==> src/rtl/dbr_pkg.sv <==
package dbr_pkg;
    localparam int ADDR_W     = 32;
    localparam int INSN_BYTES = 2;
    localparam int SLOT_SKIP  = 4;

    typedef logic [ADDR_W-1:0] addr_t;

    typedef enum logic [1:0] {
        BK_REG   = 2'b00,
        BK_REL   = 2'b01,
        BK_IF_T  = 2'b10,
        BK_IF_NT = 2'b11
    } br_kind_e;

    typedef enum logic [1:0] {
        SEL_RESET,
        SEL_EXC,
        SEL_PEND,
        SEL_SEQ
    } npc_sel_e;

    typedef struct packed {
        logic  valid;
        addr_t target;
    } pend_t;

    function automatic addr_t seq_next(input addr_t cur);
        return cur + addr_t'(INSN_BYTES);
    endfunction

    function automatic logic is_taken(input br_kind_e k, input logic t);
        case (k)
            BK_REG, BK_REL: return 1'b1;
            BK_IF_T:        return t;
            default:        return ~t;
        endcase
    endfunction
endpackage

==> src/rtl/dbr_target.sv <==
module dbr_target
    import dbr_pkg::*;
#(
    parameter int DISP_W = 12
) (
    input  addr_t             cur_pc,
    input  br_kind_e          kind,
    input  logic [DISP_W-1:0] disp,
    input  addr_t             reg_val,
    input  logic              t_flag,
    output addr_t             target,
    output logic              taken
);
    localparam int EXT_W = ADDR_W - DISP_W;

    addr_t disp_ext;
    addr_t rel_tgt;

    always_comb begin
        disp_ext = {{EXT_W{disp[DISP_W-1]}}, disp};
        rel_tgt  = cur_pc + addr_t'(SLOT_SKIP) + (disp_ext << 1);
        target   = (kind == BK_REG) ? reg_val : rel_tgt;
        taken    = is_taken(kind, t_flag);
    end
endmodule

==> src/rtl/dbr_pend.sv <==
module dbr_pend
    import dbr_pkg::*;
(
    input  logic  clk,
    input  logic  rst,
    input  logic  stall,
    input  logic  capture,
    input  addr_t target_in,
    output pend_t pend
);
    always_ff @(posedge clk) begin
        if (rst) begin
            pend <= '0;
        end else if (!stall) begin
            pend.valid <= capture;
            if (capture) begin
                pend.target <= target_in;
            end
        end
    end

    // a pending destination lives for exactly one unstalled cycle
    assert_pend_one_cycle_R3: assert property (@(posedge clk) disable iff (rst)
        pend.valid && !stall |=> !pend.valid);

    // stall freezes the pending state
    assert_pend_frozen_R8: assert property (@(posedge clk) disable iff (rst)
        stall |=> $stable(pend));
endmodule

==> src/rtl/dbr_npc.sv <==
module dbr_npc
    import dbr_pkg::*;
#(
    parameter addr_t RESET_VEC = 32'hA000_0000,
    parameter addr_t EXC_VEC   = 32'hA000_0100
) (
    input  logic  rst,
    input  logic  illegal,
    input  pend_t pend,
    input  addr_t cur_pc,
    output addr_t next_pc
);
    npc_sel_e sel;

    always_comb begin
        if (rst)             sel = SEL_RESET;
        else if (illegal)    sel = SEL_EXC;
        else if (pend.valid) sel = SEL_PEND;
        else                 sel = SEL_SEQ;

        case (sel)
            SEL_RESET: next_pc = RESET_VEC;
            SEL_EXC:   next_pc = EXC_VEC;
            SEL_PEND:  next_pc = pend.target;
            default:   next_pc = seq_next(cur_pc);
        endcase
    end
endmodule

==> src/rtl/dbr_seq.sv <==
module dbr_seq
    import dbr_pkg::*;
#(
    parameter int    DISP_W    = 12,
    parameter addr_t RESET_VEC = 32'hA000_0000,
    parameter addr_t EXC_VEC   = 32'hA000_0100
) (
    input  logic              clk,
    input  logic              rst,
    input  logic              stall,
    input  logic              br_valid,
    input  logic [1:0]        br_kind,
    input  logic [DISP_W-1:0] br_disp,
    input  logic [31:0]       reg_val,
    input  logic              t_flag,
    output logic [31:0]       pc,
    output logic [31:0]       next_pc,
    output logic              slot_active,
    output logic              illegal_slot
);
    addr_t pc_q;
    addr_t tgt;
    addr_t npc;
    logic  tk;
    logic  capture;
    pend_t pend;

    dbr_target #(.DISP_W(DISP_W)) u_target (
        .cur_pc  (pc_q),
        .kind    (br_kind_e'(br_kind)),
        .disp    (br_disp),
        .reg_val (reg_val),
        .t_flag  (t_flag),
        .target  (tgt),
        .taken   (tk)
    );

    assign illegal_slot = pend.valid & br_valid & ~rst;
    assign capture      = br_valid & tk & ~pend.valid;

    dbr_pend u_pend (
        .clk       (clk),
        .rst       (rst),
        .stall     (stall),
        .capture   (capture),
        .target_in (tgt),
        .pend      (pend)
    );

    dbr_npc #(.RESET_VEC(RESET_VEC), .EXC_VEC(EXC_VEC)) u_npc (
        .rst     (rst),
        .illegal (illegal_slot),
        .pend    (pend),
        .cur_pc  (pc_q),
        .next_pc (npc)
    );

    always_ff @(posedge clk) begin
        if (rst)         pc_q <= RESET_VEC;
        else if (!stall) pc_q <= npc;
    end

    assign pc          = pc_q;
    assign next_pc     = npc;
    assign slot_active = pend.valid;

    // reset lands on the reset vector with no slot
    assert_reset_vec_R1: assert property (@(posedge clk)
        rst |=> pc == RESET_VEC && !slot_active);

    // the PC follows the announced next address
    assert_pc_follows_R2: assert property (@(posedge clk) disable iff (rst)
        !stall |=> pc == $past(next_pc));

    // a branch in a slot goes to the exception vector and ends the slot
    assert_slot_branch_exc_R7: assert property (@(posedge clk) disable iff (rst)
        illegal_slot && !stall |=> pc == EXC_VEC && !slot_active);

    // stall freezes the PC and the slot indication
    assert_stall_hold_R8: assert property (@(posedge clk) disable iff (rst)
        stall |=> $stable(pc) && $stable(slot_active));

    // a taken branch outside a slot opens a slot cycle
    assert_slot_opens_R3: assert property (@(posedge clk) disable iff (rst)
        capture && !stall |=> slot_active && pc == $past(pc) + 32'd2);
endmodule

==> config.mk <==
export PLATFORM = sky130hd
export DESIGN_NAME = dbr_seq
export DESIGN_NICKNAME = d
export VERILOG_FILES = /design/src/rtl/dbr_pkg.sv /design/src/rtl/dbr_target.sv /design/src/rtl/dbr_pend.sv /design/src/rtl/dbr_npc.sv /design/src/rtl/dbr_seq.sv
export SDC_FILE = /design/constraint.sdc
export NUM_CORES = 1
export LEC_CHECK = 0
export CORE_ASPECT_RATIO = 0.9
export CORE_MARGIN = 4
export CORE_UTILIZATION = 45
export CTS_BUF_LIST = sky130_fd_sc_hd__clkbuf_4 sky130_fd_sc_hd__clkbuf_8
export CTS_CLUSTER_DIAMETER = 40
export DETAILED_ROUTE_END_ITERATION = 12
export DONT_BUFFER_PORTS = 1
export PLACE_DENSITY = 0.73
export SYNTH_ARGS = -nofsm -noshare
export SYNTH_HDL_FRONTEND = slang
export SYNTH_SLANG_ARGS = --single-unit
==> constraint.sdc <==
create_clock -name clk -period 3.26 [get_ports clk]
set_clock_uncertainty 0.2 [all_clocks]
set_input_delay 0.163 -clock clk [delete_from_list [all_inputs] [get_ports clk]]
set_output_delay 0.163 -clock clk [all_outputs]
set_load 0.03 [all_outputs]
==> out/qor.yml <==
syn_avg_cell_area_um2: 7.441
wl_per_cell_um: 21.24
ir_drop_uv: 150.5
min_period_ns: 3.247
clock-root-buffer: "clkbuf_8"
grtUsageTotal: 0.2909
finalNetCount: 956
ys_async_sr_fraction: 0
dp_hpwl_um: 15820
cts.path.max_buffers: 2
sequentialPowerShare: 0.424
max_freq_mhz: 308.0
ys_warn_count: 0
clock_latency_ns: 0.37
cp_data_required_time_ns: 3.34
intPower_w: 0.001397
rsz0062_at_grt: "true"
fin_ws_ns: 0.01313
clk_pin_slew_worst_paths_ns: 0.08
cts_made_buffers: 9
die_h_um: 114.4
layout_common_cells: "nand2_1 (119), buf_4 (86), nor2_1 (69), dfxtp_1 (62), ha_1 (58)"
cts.sinks: 65
hold_class: "input port to flop"
status: "completed"
slowest_stage: "a221o_1"
critPathTopFamily: "compound AO/OA/AOI/OAI gates"
crit_chain: "inv_2, ha_4, inv_2, ha_4, fa_2, a21o_1, a221o_1, a221o_1, a211oi_4, nor3_2, mux2_4, a211oi_2"
gr-total-overflow: 0
grt_pass1_wl_um: 33240
critical-path-max-stage-delay_ns: 0.38
placed_area_um2: 6335
grt_max_degree: 46
die_area_um2: 14430
ant_nets: 0
yosys.area.top_type: "dfxtp_1"
synth_top_area_frac: 0.2301
path_buf_inv: 2
powerDensity_nw_per_um2: 290.6
io_pins: 117
finalMaxSlewViolations: 0
period_share: 0.9960
drt_iter0_drc: 838
dpl_worst_slack_ns: -0.07346
hold_ws_ns: 0.001076
grt_pass1_vias: 5903
wl_um: 21450
cts_tree: "built"
start_kind: "flop"
port_buffers: 0
synth_cells: 760
die_width_um: 126.2
path_max_fanout: 4
coreArea_um2: 12170
fin_area_um2: 6953
area_delta_synth_final_pct: 22.94
gp_congestion: 0.9600
vias: 6387
p_sw_frac: 0.3085
initial_core_util: 0.4646
rows: 38
synth_cell_types: 63
end_kind: "flop"
ys_ff_latch: 65
combPwrFrac: 0.205
htreeDepth: 3
viasPerCell: 6.324
maxCapViolCount: 0
crit_arrival_ns: 3.32
mostFrequentLayoutCell: "nand2_1"
synthFlopType: "dfxtp_1"
synth-edff-count: 0
final_util: 0.5712
p_leak_nw: 3.001
synthTopCellsByArea: "dfxtp_1 (23%), ha_1 (13%), nand2_1 (7.9%)"
finalHoldViolCount: 0
antenna_found_initial: 0
synth_fp_nets: 872
criticalPathCategory: "flop to flop"
netlist_area_um2: 5655
remaining_drc_errors: 0
ys_seq_area_frac: 0.2301
power.switching_w: 0.0006232
first_pass_iters: 5
drive_gt1_frac: 0.1508
p_clk_frac: 0.371
slew_headroom: 0.5640
setup_violations: 0
tightest_slew_ns: 0.6438
## through the flow
step | total power, W | setup TNS, ns | std cells
final | 0.002020 | 0 | 1010
after global placement | 0.001213 | -0.01711 | 958
after CTS | 0.002000 | -0.2144 | 1008
after detailed placement | 0.001220 | -0.1442 | 958
after floorplan | 0.001126 | 0 | 760
after global routing | 0.002090 | -0.1373 | 1009
## synthesized netlist by cell type, types with 8 or more instances
cell      count
xnor2_1      28
o21ai_0      57
ha_1         60
a221oi_1     12
a311oi_1      8
nand4_1      11
nor2_1       69
and3_1       12
nand2_1     119
o21ai_1      24
nand3_1      23
nor3_1       17
xor2_1       25
mux2i_1      16
a221o_1       9
a211oi_1     10
dfxtp_1      65
a21oi_1      51
clkbuf_1     43
inv_1        12
## worst register-to-register path: cells and delay by family, from the launching register on
family / cells / cell delay (ns)
adders and majority gates: 3 / 0.75
buffers and inverters: 2 / 0.07
AOI/OAI and AO/OA: 5 / 1.38
muxes: 1 / 0.31
and+or+nand+nor: 1 / 0.08
DFF: 1 / 0.36
## power by group through the flow
stage	Clock (W)	Sequential, W	Combinational (W)
2_1_floorplan	0	0.000871	0.000254
3_3_place_gp	0	0.000871	0.000342
3_5_place_dp	0	0.000872	0.000348
4_1_cts	0.000747	0.000854	0.000400
5_1_grt	0.000780	0.000859	0.000451
6_report	0.000750	0.000857	0.000414
## registers in the layout, indices dropped and copies added (netlist names)
signal	cells
u_pend.pend	33
pc	32
## cell type report
| cell class | count | area [um2] |
|---|---|---|
| sequential | 65 | 1308 |
| multi-input combinational | 638 | 4205 |
| tap | 160 | 200.2 |
| inverter | 12 | 45.04 |
| timing repair buffer | 118 | 985.9 |
| clock inverter | 3 | 40.04 |
| antenna | 1 | 2.502 |
| fill | 1112 | 5219 |
| clock buffer | 13 | 166.4 |
## logic make-up after synthesis
family,after synthesis,synth area share
AND/OR/NAND/NOR,282,0.2268
AO/OA/AOI/OAI,224,0.2538
flip-flops,65,0.2301
adder cells (fa/ha/maj),61,0.1363
buffers and inverters,57,0.03805
XOR/XNOR,53,0.08208
multiplexers,18,0.03296
## path summary, 6_finish.rpt
check | startpoint | to | slack (ns) | depth (start not counted)
worst max-delay path | pc[2] | u_pend.pend[26] | 0.01 | 12
worst max register to register | pc[2] | u_pend.pend[26] | 0.01 | 12
worst min-delay path | rst | pc[8] | 0.001 | 4
worst min register to register | u_pend.pend[12] | u_pend.pend[12] | 0.27 | 2
## metal layers
| layer | track usage | wire length (um) | up-vias |
|---|---|---|---|
| met2 | 0.4335 | 8958 | 417 |
| met5 | 0 | 0 | - |
| met4 | 0.09078 | 519 | 0 |
| met1 | 0.4053 | 9223 | 2982 |
| met3 | 0.08629 | 2746 | 44 |
| li1 | - | - | 2944 |
## what timing repair did
action,4_1_cts,5_1_grt
cloned,0,0
resized for setup,6,6
pin swaps,9,8
hold buffers,31,0
hold endpoints to repair,55,0
setup buffers,3,1
endpoints found under the setup margin,6,11
Power figures use the tool's default switching activity.
